<file path="src/rtl/dvfs_seq_pkg.sv">
// Package: shared constants and types for the load-level sequencer.
// Assumes four levels packed two per 32-bit word, in half-word slots.
package dvfs_seq_pkg;
    localparam int NUM_LVL   = 4;
    localparam int LVL_W     = $clog2(NUM_LVL);
    localparam int DIV_W     = 3;
    localparam int SRC_W     = 2;
    localparam int SLOT_W    = 16;
    localparam int DIV_LSB   = 13;
    localparam int ALT_BIT   = 11;
    localparam int SRC_LSB   = 9;

    typedef struct packed {
        logic [DIV_W-1:0] div;
        logic             alt;
        logic [SRC_W-1:0] src;
    } lvl_cfg_t;

    typedef enum logic [1:0] {
        DW_NONE = 2'd0,
        DW_RUN  = 2'd1,
        DW_DONE = 2'd2
    } dwell_st_t;

    typedef enum logic {
        SQ_IDLE  = 1'b0,
        SQ_DWELL = 1'b1
    } seq_st_t;
endpackage

</file>
<file path="src/rtl/dvfs_lvl_unpack.sv">
// Module: splits the two configuration words into per-level settings.
// Assumes levels 0/1 share the low word, even levels take the upper slot.
module dvfs_lvl_unpack
    import dvfs_seq_pkg::*;
(
    input  logic [31:0]                cfg_low,
    input  logic [31:0]                cfg_high,
    output lvl_cfg_t [NUM_LVL-1:0]     tab
);
    for (genvar l = 0; l < NUM_LVL; l++) begin : g_lvl
        localparam int OFS = ((l % 2) == 0) ? SLOT_W : 0;
        logic [31:0] word;
        // Purpose: pick the word that holds this level's slot
        assign word = (l < 2) ? cfg_low : cfg_high;
        // Purpose: slice the level's three fields out of its slot
        assign tab[l].div = word[OFS+DIV_LSB +: DIV_W];
        assign tab[l].alt = word[OFS+ALT_BIT];
        assign tab[l].src = word[OFS+SRC_LSB +: SRC_W];
    end
endmodule

</file>
<file path="src/rtl/dvfs_ratio_match.sv">
// Module: finds the lowest-numbered level whose divider equals the ratio.
// Assumes a purely combinational priority search.
module dvfs_ratio_match
    import dvfs_seq_pkg::*;
(
    input  lvl_cfg_t [NUM_LVL-1:0] tab,
    input  logic [DIV_W-1:0]       ratio,
    output logic                   hit,
    output logic [LVL_W-1:0]       hit_lvl
);
    // Purpose: scan from the top down so the lowest match wins
    always_comb begin
        hit     = 1'b0;
        hit_lvl = '0;
        for (int i = NUM_LVL - 1; i >= 0; i--) begin
            if (tab[i].div == ratio) begin
                hit     = 1'b1;
                hit_lvl = LVL_W'(i);
            end
        end
    end
endmodule

</file>
<file path="src/rtl/dvfs_dwell_timer.sv">
// Module: counts down a settle window and flags its final cycle.
// Assumes a zero length is treated as one cycle; start wins over stop.
module dvfs_dwell_timer #(
    parameter int CNT_W = 20
) (
    input  logic             clk,
    input  logic             rst_n,
    input  logic             start,
    input  logic             stop,
    input  logic [CNT_W-1:0] len,
    output logic             fire
);
    logic [CNT_W-1:0] cnt;
    logic             act;

    // Purpose: load, stop or count down the window
    always_ff @(posedge clk) begin
        if (!rst_n) begin
            cnt <= '0;
            act <= 1'b0;
        end else if (start) begin
            cnt <= (len == '0) ? CNT_W'(1) : len;
            act <= 1'b1;
        end else if (stop) begin
            act <= 1'b0;
        end else if (act) begin
            if (cnt <= CNT_W'(1)) act <= 1'b0;
            else                  cnt <= cnt - CNT_W'(1);
        end
    end

    // Purpose: flag the last cycle of an active window
    assign fire = act && (cnt <= CNT_W'(1));
endmodule

</file>
<file path="src/rtl/dvfs_seq.sv">
// Module: load-level sequencer top; resolves requests, enforces the
// settle dwell before fast entry and drives the clock controls.
// Assumes requests are single-cycle strobes and dwell_len is held steady.
module dvfs_seq
    import dvfs_seq_pkg::*;
#(
    parameter int CNT_W = 20
) (
    input  logic             clk,
    input  logic             rst_n,
    input  logic             dyn_en,
    input  logic             fast_base,
    input  logic [31:0]      cfg_low,
    input  logic [31:0]      cfg_high,
    input  logic [1:0]       static_src,
    input  logic [2:0]       static_div,
    input  logic [CNT_W-1:0] dwell_len,
    input  logic             req_valid,
    input  logic [2:0]       req_ratio,
    output logic [1:0]       cur_level,
    output logic [1:0]       drv_src,
    output logic [2:0]       drv_div,
    output logic             drv_alt,
    output logic             busy,
    output logic             req_reject
);
    lvl_cfg_t [NUM_LVL-1:0] tab;
    lvl_cfg_t               sel;
    logic                   hit, req_hit, fire;
    logic [LVL_W-1:0]       hit_lvl;

    logic [LVL_W-1:0] lvl_q, lvl_d, pend_q, pend_d, app_lvl;
    logic             pend_vld_q, pend_vld_d, app_vld;
    logic             t_start, t_stop;
    dwell_st_t        st_q, st_d;
    seq_st_t          sq_q, sq_d;

    dvfs_lvl_unpack u_unpack (
        .cfg_low  (cfg_low),
        .cfg_high (cfg_high),
        .tab      (tab)
    );

    dvfs_ratio_match u_match (
        .tab     (tab),
        .ratio   (req_ratio),
        .hit     (hit),
        .hit_lvl (hit_lvl)
    );

    dvfs_dwell_timer #(.CNT_W(CNT_W)) u_timer (
        .clk   (clk),
        .rst_n (rst_n),
        .start (t_start),
        .stop  (t_stop),
        .len   (dwell_len),
        .fire  (fire)
    );

    // Purpose: a request counts only in dynamic mode with a matching level
    assign req_hit = req_valid && dyn_en && hit;
    assign app_vld = req_hit || pend_vld_q;
    assign app_lvl = req_hit ? hit_lvl : pend_q;

    // Purpose: next-state decision for level, dwell status and holding slot
    always_comb begin
        lvl_d      = lvl_q;
        st_d       = st_q;
        sq_d       = sq_q;
        pend_d     = pend_q;
        pend_vld_d = pend_vld_q;
        t_start    = 1'b0;
        t_stop     = 1'b0;
        if (sq_q == SQ_DWELL) begin
            if (req_hit) begin
                pend_vld_d = 1'b1;
                pend_d     = hit_lvl;
            end
            if (fire) begin
                lvl_d  = '0;
                sq_d   = SQ_IDLE;
                st_d   = DW_NONE;
                t_stop = 1'b1;
            end
        end else begin
            pend_vld_d = 1'b0;
            if (st_q == DW_RUN && fire) st_d = DW_DONE;
            if (app_vld && app_lvl != lvl_q) begin
                if (app_lvl == LVL_W'(1)) begin
                    lvl_d = LVL_W'(1);
                    if (lvl_q == '0) begin
                        st_d   = DW_DONE;
                        t_stop = 1'b1;
                    end else begin
                        st_d    = DW_RUN;
                        t_start = 1'b1;
                    end
                end else if (app_lvl != '0) begin
                    lvl_d  = app_lvl;
                    st_d   = DW_NONE;
                    t_stop = 1'b1;
                end else if (!fast_base || st_q == DW_DONE) begin
                    lvl_d  = '0;
                    st_d   = DW_NONE;
                    t_stop = 1'b1;
                end else begin
                    lvl_d   = LVL_W'(1);
                    sq_d    = SQ_DWELL;
                    st_d    = DW_NONE;
                    t_start = 1'b1;
                end
            end
        end
    end

    // Purpose: state registers and the registered reject pulse
    always_ff @(posedge clk) begin
        if (!rst_n) begin
            lvl_q      <= '0;
            st_q       <= DW_NONE;
            sq_q       <= SQ_IDLE;
            pend_q     <= '0;
            pend_vld_q <= 1'b0;
            req_reject <= 1'b0;
        end else begin
            lvl_q      <= lvl_d;
            st_q       <= st_d;
            sq_q       <= sq_d;
            pend_q     <= pend_d;
            pend_vld_q <= pend_vld_d;
            req_reject <= req_valid && !(dyn_en && hit);
        end
    end

    // Purpose: select the active level's fields or the static values
    assign sel       = tab[lvl_q];
    assign drv_src   = dyn_en ? sel.src : static_src;
    assign drv_div   = dyn_en ? sel.div : static_div;
    assign drv_alt   = dyn_en ? sel.alt : 1'b0;
    assign cur_level = lvl_q;
    assign busy      = (sq_q == SQ_DWELL);
endmodule

</file>
<file path="config.mk">
export PLATFORM = sky130hd
export DESIGN_NAME = dvfs_seq
export DESIGN_NICKNAME = d
export VERILOG_FILES = /design/src/rtl/dvfs_seq_pkg.sv /design/src/rtl/dvfs_lvl_unpack.sv /design/src/rtl/dvfs_ratio_match.sv /design/src/rtl/dvfs_dwell_timer.sv /design/src/rtl/dvfs_seq.sv
export SDC_FILE = /design/constraint.sdc
export NUM_CORES = 1
export LEC_CHECK = 0
export BUFFER_PORTS_ARGS = -buffer_cell sky130_fd_sc_hd__buf_2
export CORE_MARGIN = 2
export CORE_UTILIZATION = 46
export CTS_CLUSTER_SIZE = 8
export DETAILED_ROUTE_END_ITERATION = 8
export HOLD_SLACK_MARGIN = 0.15
export MAX_ROUTING_LAYER = met4
export PLACE_DENSITY = 0.9
export SYNTH_ARGS = -nofsm -noshare
export SYNTH_HDL_FRONTEND = slang
export SYNTH_SLANG_ARGS = --single-unit
</file>
<file path="constraint.sdc">
create_clock -name clk -period 3.7 [get_ports clk]
set_input_delay 0.74 -clock clk [delete_from_list [all_inputs] [get_ports clk]]
set_output_delay 0.74 -clock clk [all_outputs]
set_load 0.02 [all_outputs]
</file>
==> tab_implementation.tex, run 1 <==
\begin{tabular}{lr}
\hline
Metric & Value \\
\hline
\multicolumn{2}{l}{\textbf{GRT}} \\
\quad Aggregate global routing overflow & 0 \\
\quad Via count of the first global-routing pass & 2,050 \\
\quad Largest net degree at the start of global routing & 37 \\
\quad First-pass GRT wire length & 8820 um \\
\quad Antenna violations before repair & 0 \\
\quad Total GRT Usage & 0.220 \\
\multicolumn{2}{l}{\textbf{Critical path}} \\
\quad Number of cell instances on the worst register-to-register path & 6 \\
\quad Crit path largest cell delay & 0.55 ns \\
\quad Req. time, crit path & 3.88 ns \\
\quad Most common cell on crit path & nor3\_1 \\
\quad Crit Reg-Reg Startpoint & u\_timer.cnt[3] \\
\quad Crit path max-delay cell type & nor4\_1 \\
\quad Top fanout value on the critical path & 9 \\
\quad Worst-path cell chain & buf\_2 -> nand2\_1 -> nor4\_1 -> nor3\_1 -> nor2\_1 -> mux2\_2 -> nor3\_1 -> nor3\_1 -> a2111oi\_2 \\
\quad CP endpoint kind & flip-flop \\
\quad Type of the setup path with the least slack & in2reg \\
\quad FF-to-FF setup slack & 0.83 ns \\
\quad Kind of start point of the critical path & input pin \\
\quad Arrival time worst endpoint & 3.31 ns \\
\quad FF-to-FF End & u\_timer.cnt[0] \\
\multicolumn{2}{l}{\textbf{Hold path}} \\
\quad Cell depth of the worst min-delay path & 2 \\
\quad Endpoint of the worst hold path & st\_q[1] \\
\quad Origin of the worst min-delay path & st\_q[1] \\
\quad Hold/Removal Path Class & reg2reg \\
\multicolumn{2}{l}{\textbf{Power and ir drop}} \\
\quad Portion of total power attributed to the clock network & 0.369 \\
\quad Static power due to leakage & 1.06 nW \\
\quad Switching power of the nets & 0.215 mW \\
\quad Ratio of total power to cell area & 296 nW/um\^{}2 \\
\quad Fraction of power spent switching nets & 0.283 \\
\quad Part of the power in combinational logic & 0.193 \\
\quad Worst vdd rail ir drop & 127 uV \\
\quad Internal Power & 0.544 mW \\
\quad Part of the total power dissipated in sequential elements & 0.437 \\
\multicolumn{2}{l}{\textbf{Finish}} \\
\quad Area taken by flip-flops and latches & 601 um\^{}2 \\
\quad Finished Cell Area & 2560 um\^{}2 \\
\quad Final-layout fill cell count & 377 \\
\quad Most common cell after layout, fill and taps aside & buf\_2 \\
\quad Final antenna diode count & 0 \\
\quad Final nets & 414 \\
\quad Fraction of layout instances using a drive strength above 1 & 0.316 \\
\quad Area growth, synth to finish & 22.5\% \\
\quad Commonest non-fill, non-tap cells in the layout & buf\_2 (66), dfxtp\_1 (30), xor2\_1 (25), a21oi\_1 (21), o21ai\_0 (18) \\
\quad Footprint of the multi-input gates & 1400 um\^{}2 \\
\multicolumn{2}{l}{\textbf{Logic synthesis}} \\
\quad Sequential element share of the synthesized area & 0.287 \\
\quad Synthesized area & 2090 um\^{}2 \\
\quad Largest cells by area after synthesis & dfxtp\_1 (29\%), xor2\_1 (10\%), mux4\_2 (6.5\%), a21oi\_1 (5.0\%), o21ai\_0 (4.3\%) \\
\quad Flip-flop and latch count after synthesis & 30 \\
\quad Number of warnings reported in the yosys synthesis log & 0 \\
\quad Nets in the synthesized netlist & 349 \\
\quad Number of different library cells in the post-synthesis netlist & 48 \\
\quad Synthesized instance count & 250 \\
\quad Share of the synthesized area in the top cell type & 0.287 \\
\quad Dominant cell type by area after synthesis & dfxtp\_1 \\
\quad Average footprint of a synthesized cell & 8.38 um\^{}2 \\
\multicolumn{2}{l}{\textbf{Floorplan}} \\
\quad Total Die Area & 5110 um\^{}2 \\
\quad Core region area & 4380 um\^{}2 \\
\quad Die X & 71.5 um \\
\quad Initial cell density of the core & 0.478 \\
\quad Placement row count & 24 \\
\quad Vert. Die Dim & 71.5 um \\
\quad Total I/O pin count & 107 \\
\multicolumn{2}{l}{\textbf{Placed design}} \\
\quad Worst slack after detailed placement & 0.301 ns \\
\quad RePlAce Congestion & 0.847 \\
\quad Number of port buffers & 66 \\
\quad Placed cell areas & 2470 um\^{}2 \\
\quad Dpl hpwl & 4020 um \\
\multicolumn{2}{l}{\textbf{STA}} \\
\quad Slew @ Worst Pin & 0.592 ns \\
\quad Final Hold Violating Endpoints & 0 \\
\quad Slew margin rel. & 0.602 \\
\quad Post-route setup TNS & 0 ns \\
\quad Achievable frequency & 320 MHz \\
\quad Worst setup margin & 0.571 ns \\
\quad Final-report max-slew violation count & 0 \\
\quad Final critical path time including I/O delays and setup & 3.13 ns \\
\quad Final worst clock skew & 0.00984 ns \\
\quad Count of endpoints failing setup in the final report & 0 \\
\quad RSZ-0062 raised after global routing & false \\
\quad Post-route clock period utilization & 0.846 \\
\multicolumn{2}{l}{\textbf{Detailed routing}} \\
\quad Routed wire per std cell & 14.7 um \\
\quad Post-route ant nets & 0 \\
\quad Routed wire length & 5420 um \\
\quad Iteration-0 DRC Markers & 146 \\
\quad Number of detailed-routing iterations run before antenna repair & 4 \\
\quad Residual DRC & 0 \\
\quad Via/cell ratio & 5.85 \\
\quad Detailed-route via count & 2,154 \\
\multicolumn{2}{l}{\textbf{Clocking}} \\
\quad Post-CTS sizing & 0 \\
\quad Clock latency at the later pin of the worst-skew pair & 0.29 ns \\
\quad Total clock sinks & 30 \\
\quad Cts hold-fix bufs & 0 \\
\quad Inserted Clock Buffers & 5 \\
\quad Maximum level of the CTS H-tree & 2 \\
\quad Library cell used as clock root buffer & clkbuf\_8 \\
\quad CTS tree & built \\
\quad Clk buf depth & 2 \\
\quad Buffers inserted during post-CTS setup optimization & 0 \\
\quad Clock slew at the register clock pins of the worst setup and hold paths & 0.06 ns \\
\multicolumn{2}{l}{\textbf{Flow run}} \\
\quad Max Cap Viol & 0 \\
\multicolumn{2}{l}{\textbf{Outcome}} \\
\quad Status & complete, no violations \\
\hline
\end{tabular}
-- sequential cells by signal (all words and copies together) (netlist names) --
name,cells
pend_vld_q,1
u_timer.cnt,20
u_timer.act,1
cur_level,2
st_q,2
pend_q,2
req_reject,1
busy,1
-- cells by family (layout without fill, tap and decap cells) --
kind of cell | count (synthesis) | after routing | synth area share
simple gates | 92 | 92 | 0.245
xor+xnor | 25 | 25 | 0.105
flops | 30 | 30 | 0.287
mux | 16 | 16 | 0.116
fa+ha+maj | 2 | 2 | 0.0119
compound gates | 63 | 63 | 0.191
buf+inv | 22 | 88 | 0.0454
-- per-layer routing --
metal / track usage / vias up / routed length [um]
met5: - / - / 0
met4: 0.107 / 0 / 144
met3: 0.0534 / 15 / 382
met2: 0.362 / 84 / 2620
met1: 0.250 / 984 / 2280
li1: - / 1071 / -
-- through the flow --
step	power (mW)	instances	hold WS, ns	util
floorplan	0.425	250	0.448	-
global placement	0.480	360	0.463	0.563
detailed placement	0.483	360	0.462	0.563
CTS	0.759	368	0.472	0.585
global route	0.788	368	0.489	0.585
finish	0.759	368	0.470	0.585
-- worst max-delay path by stage --
stage	startpoint	endpoint	depth (start not counted)
2_1_floorplan	dyn_en	u_timer.cnt[11]	11
3_3_place_gp	dyn_en	u_timer.cnt[0]	9
3_5_place_dp	dyn_en	u_timer.cnt[0]	9
4_1_cts	dyn_en	u_timer.cnt[0]	9
5_1_grt	dyn_en	u_timer.cnt[0]	9
6_report	dyn_en	u_timer.cnt[0]	9
-- critical path: cells and delay by family --
kind,cells,cell delay [ns]
buffers and inverters,1,0.18
AND/OR/NAND/NOR,6,1.67
AO/OA/AOI/OAI,1,0.35
multiplexers,1,0.36
-- Yosys cell counts (all sizes together) --
cell type,n
a211o,1
buf,6
inv,8
nand3,12
a211oi,2
nor3,17
nand2b,1
o2bb2a,1
a22o,1
dfxtp,30
or4b,2
mux4,6
o311ai,1
o31ai,1
nand2,9
mux2,6
ha,2
xor2,25
o22ai,1
nand4b,2
clkbuf,8
o211ai,6
nor2,15
o21bai,1
and3,1
o21ai,18
nor4,13
a2111oi,1
nor4b,1
a31oi,2
nand3b,1
nand4,3
or2,1
o22a,1
or4,4
and2,5
a32oi,1
or3,5
a21oi,21
o31a,1
mux2i,4
o21a,2
o32a,1
-- power groups by stage --
stage | Combinational [mW] | Sequential [mW] | Clock [mW]
finish | 0.147 | 0.332 | 0.280
global route | 0.160 | 0.333 | 0.296
CTS | 0.146 | 0.332 | 0.282
detailed placement | 0.144 | 0.339 | 0
global placement | 0.141 | 0.339 | 0
floorplan | 0.0860 | 0.339 | 0
-- cell type report --
class / instances / area share
multi-input cells: 198 / 0.545
flip-flops and latches: 30 / 0.234
repair buffers: 72 / 0.146
clock buffers: 6 / 0.0322
well taps: 52 / 0.0254
inverters: 8 / 0.0117
clock inverters: 2 / 0.00488
No activity file was read; power rests on OpenSTA's default activity.
==> run 2, diff against run 1 <==
Clock period 3.7 ns to 3.1 ns, I/O delays scaled along.
==> run 2 against run 1 <==
Effect of this change:
- worst setup slack lost 0.37 ns
- combinational power up 24%
- final cell count up 1.6%
- sequential cell count is the same
- critical path depth is 2 lower
- sequential share of layout area shrank 0.51 points
- critical path type is now reg2reg
- power increased by 20%
- routed wire length increased by 3.7%
- die area is the same
- clock skew grew 0.0013 ns
==> tab_implementation.tex, run 2 (same netlist as run 1, synthesis figures left out) <==
\begin{tabular}{lr}
\hline
Metric & Value \\
\hline
\multicolumn{2}{l}{\textbf{Outcome}} \\
\quad Status & complete, no violations \\
\multicolumn{2}{l}{\textbf{Critical path}} \\
\quad CP endpoint kind & flip-flop \\
\quad Kind of start point of the critical path & flip-flop \\
\quad Worst-path cell chain & or4\_4 -> or4\_4 -> or4b\_1 -> and2\_4 -> nand3b\_1 -> mux2i\_1 -> o22ai\_1 \\
\quad Crit path largest cell delay & 0.58 ns \\
\quad Type of the setup path with the least slack & reg2reg \\
\quad Arrival time worst endpoint & 3.06 ns \\
\quad Req. time, crit path & 3.26 ns \\
\quad Most common cell on crit path & or4\_4 \\
\quad Top fanout value on the critical path & 17 \\
\quad Crit path max-delay cell type & or4\_4 \\
\multicolumn{2}{l}{\textbf{STA}} \\
\quad RSZ-0062 raised after global routing & false \\
\quad Count of endpoints failing setup in the final report & 0 \\
\quad Final worst clock skew & 0.0112 ns \\
\quad Post-route clock period utilization & 0.936 \\
\quad Final hold slack & 0.472 ns \\
\quad Post-route setup TNS & 0 ns \\
\quad Achievable frequency & 345 MHz \\
\quad Final Hold Violating Endpoints & 0 \\
\quad Final-report max-slew violation count & 0 \\
\quad Final critical path time including I/O delays and setup & 2.90 ns \\
\quad Slew @ Worst Pin & 0.585 ns \\
\quad Slew margin rel. & 0.610 \\
\multicolumn{2}{l}{\textbf{Finish}} \\
\quad Area growth, synth to finish & 25.2\% \\
\quad Final antenna diode count & 0 \\
\quad Final-layout fill cell count & 371 \\
\quad Commonest non-fill, non-tap cells in the layout & buf\_2 (66), dfxtp\_1 (30), xor2\_1 (25), a21oi\_1 (21), o21ai\_0 (18) \\
\quad Fraction of layout instances using a drive strength above 1 & 0.329 \\
\quad Max reg flops & 20 \\
\quad Finished Cell Area & 2620 um\^{}2 \\
\quad Final nets & 420 \\
\quad Most common cell after layout, fill and taps aside & buf\_2 \\
\quad Register bank with the most flops & u\_timer.cnt \\
\multicolumn{2}{l}{\textbf{Power and ir drop}} \\
\quad Fraction of power spent switching nets & 0.279 \\
\quad Internal Power & 0.654 mW \\
\quad Switching power of the nets & 0.253 mW \\
\quad Portion of total power attributed to the clock network & 0.362 \\
\quad Worst vdd rail ir drop & 164 uV \\
\quad Ratio of total power to cell area & 346 nW/um\^{}2 \\
\quad Part of the total power dissipated in sequential elements & 0.437 \\
\quad Final Total Pwr & 0.907 mW \\
\quad Static power due to leakage & 1.09 nW \\
\quad Part of the power in combinational logic & 0.200 \\
\multicolumn{2}{l}{\textbf{Detailed routing}} \\
\quad Iteration-0 DRC Markers & 199 \\
\quad Routed wire length & 5620 um \\
\quad Detailed-route via count & 2,211 \\
\quad Number of detailed-routing iterations run before antenna repair & 5 \\
\quad Post-route ant nets & 0 \\
\quad Residual DRC & 0 \\
\quad Via/cell ratio & 5.91 \\
\quad Routed wire per std cell & 15.0 um \\
\multicolumn{2}{l}{\textbf{Clocking}} \\
\quad Clock latency at the later pin of the worst-skew pair & 0.29 ns \\
\quad Inserted Clock Buffers & 5 \\
\quad Post-CTS sizing & 0 \\
\quad CTS tree & built \\
\quad Buffers inserted during post-CTS setup optimization & 0 \\
\quad Clock slew at the register clock pins of the worst setup and hold paths & 0.07 ns \\
\quad Library cell used as clock root buffer & clkbuf\_8 \\
\quad Clk buf depth & 2 \\
\quad Maximum level of the CTS H-tree & 2 \\
\quad Total clock sinks & 30 \\
\quad Cts hold-fix bufs & 0 \\
\multicolumn{2}{l}{\textbf{Placed design}} \\
\quad Number of port buffers & 66 \\
\quad RePlAce Congestion & 0.868 \\
\quad Dpl hpwl & 4200 um \\
\quad Placed cell areas & 2530 um\^{}2 \\
\multicolumn{2}{l}{\textbf{Floorplan}} \\
\quad Die X & 71.5 um \\
\quad Total I/O pin count & 107 \\
\quad Total Die Area & 5110 um\^{}2 \\
\quad Vert. Die Dim & 71.5 um \\
\quad Core region area & 4380 um\^{}2 \\
\quad Placement row count & 24 \\
\quad Initial cell density of the core & 0.478 \\
\multicolumn{2}{l}{\textbf{GRT}} \\
\quad Aggregate global routing overflow & 0 \\
\quad First-pass GRT wire length & 9180 um \\
\quad Largest net degree at the start of global routing & 37 \\
\quad Total GRT Usage & 0.228 \\
\quad Via count of the first global-routing pass & 2,154 \\
\quad Antenna violations before repair & 0 \\
\multicolumn{2}{l}{\textbf{Flow run}} \\
\quad Max Cap Viol & 0 \\
\multicolumn{2}{l}{\textbf{Hold path}} \\
\quad Hold/Removal Path Class & reg2reg \\
\hline
\end{tabular}
[run 2: final timing paths]
check | start | endpoint | slack (ns) | depth (start not counted)
setup / recovery | u_timer.cnt[3] | u_timer.cnt[10] | 0.20 | 7
hold / removal | st_q[1] | st_q[1] | 0.47 | 2
setup reg to reg | u_timer.cnt[3] | u_timer.cnt[10] | 0.20 | 7
hold reg to reg | st_q[1] | st_q[1] | 0.47 | 2
[run 2: power by group through the flow]
stage	logic [mW]	clock network (mW)	registers [mW]
CTS	0.180	0.334	0.396
global placement	0.175	0	0.405
finish	0.182	0.329	0.397
global route	0.200	0.349	0.397
floorplan	0.103	0	0.405
detailed placement	0.179	0	0.405
[run 2: area by class of cell]
type,instances,area [um^2],share of cell area
Inverter,8,30.0,0.0115
Sequential cell,30,601,0.229
Multi-Input combinational cell,198,1400,0.533
Clock inverter,2,12.5,0.00477
Clock buffer,6,82.6,0.0315
Timing Repair Buffer,78,433,0.165
Tap cell,52,65.1,0.0248
[run 2: worst max-delay path, delay by kind of cell (launching register included)]
kind               cells  cell delay, ns
muxes                  1            0.23
DFF                    1            0.36
AOI/OAI and AO/OA      1            0.10
and+or+nand+nor        5            2.08
[run 2: through the flow]
step	instances	setup WS, ns	utilization
after CTS	374	0.218	0.598
final	374	0.200	0.598
after detailed placement	366	0.0196	0.576
after global routing	374	0.0297	0.598
after global placement	366	0.0504	0.576
after floorplan	250	0.190	-
[run 2: per-layer routing]
metal | vias up | track usage | part of all wire
li1 | 1083 | - | -
met1 | 1028 | 0.258 | 0.41
met2 | 86 | 0.408 | 0.51
met3 | 14 | 0.0380 | 0.063
met4 | 0 | 0.0734 | 0.020
met5 | - | - | 0
==> run 3, diff against run 2 <==
Settings changed: CORE_UTILIZATION 46 to 49, PLACE_DENSITY 0.9 to 0.94.
Clock period 3.1 ns to 3.4 ns, I/O delays scaled along.
==> run 3 against run 2 <==
Effect of this change:
- count of clock-buffer cells in the layout stayed put
- via count is 1.9% higher
- global-route usage is 2.4 points higher
- die area is 5.8% lower
- non-clock buffer count is 5 lower
- sequential cell count stayed put
- largest cell class unchanged
==> tab_implementation.tex, run 3 (same netlist as run 1, synthesis figures left out) <==
\begin{tabular}{lr}
\hline
Metric & Value \\
\hline
\multicolumn{2}{l}{\textbf{Critical path}} \\
\quad FF-to-FF End & u\_timer.cnt[10] \\
\quad CP endpoint kind & flip-flop \\
\quad Critical path buffer and inverter count & 1 \\
\quad Critical Path Source & req\_ratio[1] \\
\quad Crit path max-delay cell type & nor3\_1 \\
\quad Most common cell on crit path & nor3\_1 \\
\quad Crit Reg-Reg Startpoint & u\_timer.cnt[3] \\
\quad Total stage count of the critical path & 9 \\
\quad Top fanout value on the critical path & 5 \\
\quad Number of cell instances on the worst register-to-register path & 7 \\
\quad Req. time, crit path & 3.59 ns \\
\quad Top Family by Delay on Critical Path & simple AND/OR/NAND/NOR gates \\
\quad Timing endpoint of the critical path & u\_timer.cnt[0] \\
\quad Crit path largest cell delay & 0.55 ns \\
\quad FF-to-FF setup slack & 0.49 ns \\
\quad Kind of start point of the critical path & input pin \\
\quad Type of the setup path with the least slack & in2reg \\
\quad Worst-path cell chain & buf\_2 -> xor2\_1 -> nor4\_1 -> nor3\_1 -> nor2\_1 -> mux2\_2 -> nor3\_1 -> nor3\_1 -> a2111oi\_2 \\
\quad Arrival time worst endpoint & 3.31 ns \\
\multicolumn{2}{l}{\textbf{STA}} \\
\quad Final-report max-slew violation count & 0 \\
\quad RSZ-0062 raised after global routing & false \\
\quad Slew margin rel. & 0.526 \\
\quad Final hold slack & 0.479 ns \\
\quad Post-route setup TNS & 0 ns \\
\quad Achievable frequency & 321 MHz \\
\quad Worst setup margin & 0.284 ns \\
\quad Count of endpoints failing setup in the final report & 0 \\
\quad Final Hold Violating Endpoints & 0 \\
\quad Final critical path time including I/O delays and setup & 3.12 ns \\
\quad Post-route clock period utilization & 0.917 \\
\quad Final worst clock skew & 0.00904 ns \\
\quad Slew @ Worst Pin & 0.705 ns \\
\multicolumn{2}{l}{\textbf{Floorplan}} \\
\quad Initial cell density of the core & 0.516 \\
\quad Core region area & 4060 um\^{}2 \\
\quad Die X & 69.4 um \\
\quad Total Die Area & 4810 um\^{}2 \\
\quad Total I/O pin count & 107 \\
\quad Vert. Die Dim & 69.4 um \\
\quad Placement row count & 23 \\
\multicolumn{2}{l}{\textbf{Placed design}} \\
\quad Placed cell areas & 2490 um\^{}2 \\
\quad Worst slack after detailed placement & 0.0417 ns \\
\quad Cell count after placement & 359 \\
\quad RePlAce Congestion & 0.878 \\
\quad Number of port buffers & 66 \\
\quad Dpl hpwl & 4270 um \\
\multicolumn{2}{l}{\textbf{Power and ir drop}} \\
\quad Worst vdd rail ir drop & 232 uV \\
\quad Static power due to leakage & 1.07 nW \\
\quad Ratio of total power to cell area & 321 nW/um\^{}2 \\
\quad Final Total Pwr & 0.829 mW \\
\multicolumn{2}{l}{\textbf{Clocking}} \\
\quad CTS tree & built \\
\quad Clk buf depth & 2 \\
\quad Post-CTS sizing & 0 \\
\quad Cts hold-fix bufs & 0 \\
\quad Clock slew at the register clock pins of the worst setup and hold paths & 0.07 ns \\
\quad Buffers inserted during post-CTS setup optimization & 0 \\
\quad Inserted Clock Buffers & 5 \\
\quad Clock latency at the later pin of the worst-skew pair & 0.29 ns \\
\quad Total clock sinks & 30 \\
\quad Library cell used as clock root buffer & clkbuf\_8 \\
\quad Maximum level of the CTS H-tree & 2 \\
\multicolumn{2}{l}{\textbf{GRT}} \\
\quad Via count of the first global-routing pass & 2,264 \\
\quad Largest net degree at the start of global routing & 37 \\
\quad Antenna violations before repair & 0 \\
\quad First-pass GRT wire length & 9800 um \\
\quad Aggregate global routing overflow & 0 \\
\quad Total GRT Usage & 0.252 \\
\multicolumn{2}{l}{\textbf{Finish}} \\
\quad Final nets & 415 \\
\quad Final antenna diode count & 0 \\
\quad Number of standard cells in the layout, taps in and fillers out & 367 \\
\quad Most common cell after layout, fill and taps aside & buf\_2 \\
\quad Finished Cell Area & 2580 um\^{}2 \\
\quad Commonest non-fill, non-tap cells in the layout & buf\_2 (66), dfxtp\_1 (30), xor2\_1 (25), a21oi\_1 (21), o21ai\_0 (18) \\
\quad Post-layout util & 0.636 \\
\quad Fraction of layout instances using a drive strength above 1 & 0.319 \\
\quad Max reg flops & 20 \\
\quad Register bank with the most flops & u\_timer.cnt \\
\quad Area growth, synth to finish & 23.3\% \\
\multicolumn{2}{l}{\textbf{Flow run}} \\
\quad Max Cap Viol & 0 \\
\multicolumn{2}{l}{\textbf{Outcome}} \\
\quad Status & complete, no violations \\
\multicolumn{2}{l}{\textbf{Detailed routing}} \\
\quad Routed wire length & 5800 um \\
\quad Via/cell ratio & 6.14 \\
\quad Iteration-0 DRC Markers & 192 \\
\quad Residual DRC & 0 \\
\quad Number of detailed-routing iterations run before antenna repair & 4 \\
\quad Routed wire per std cell & 15.8 um \\
\quad Post-route ant nets & 0 \\
\quad Detailed-route via count & 2,254 \\
\multicolumn{2}{l}{\textbf{Hold path}} \\
\quad Hold/Removal Path Class & reg2reg \\
\hline
\end{tabular}
run 3: worst min-delay path by stage:
stage / start / end / cells after the start
5_1_grt: st_q[1] / st_q[1] / 2
2_1_floorplan: st_q[1] / st_q[1] / 2
3_3_place_gp: st_q[1] / st_q[1] / 2
3_5_place_dp: st_q[1] / st_q[1] / 2
4_1_cts: st_q[1] / st_q[1] / 2
6_report: st_q[1] / st_q[1] / 2
run 3: worst register-to-register path: stages (launching register included):
cell and delay [ns]:
dfxtp_1 0.36, or4_4 0.58, or4_4 0.54, or4b_1 0.52
and2_4 0.25, nand3b_1 0.18, mux2i_1 0.23, o22ai_1 0.11
run 3: layout make-up:
type | count | area, um^2
Fill cell | 322 | 1480
Multi-Input combinational cell | 198 | 1400
Sequential cell | 30 | 601
Timing Repair Buffer | 73 | 395
Clock buffer | 6 | 82.6
Tap cell | 50 | 62.6
Inverter | 8 | 30.0
Clock inverter | 2 | 12.5
run 3: power by group:
part / internal, mW / total, mW / leakage, nW / switching, mW
clock: 0.162 / 0.304 / 0.0472 / 0.141
combinational: 0.0753 / 0.164 / 0.779 / 0.0888
sequential: 0.356 / 0.362 / 0.242 / 0.00550
total: 0.594 / 0.829 / 1.07 / 0.236
run 3: metal layers:
layer / global-route usage / vias up / wire [um]
li1: - / 1076 / -
met5: - / - / 0
met4: 0.126 / 0 / 99
met1: 0.274 / 1062 / 2270
met3: 0.0552 / 13 / 444
met2: 0.432 / 103 / 2990
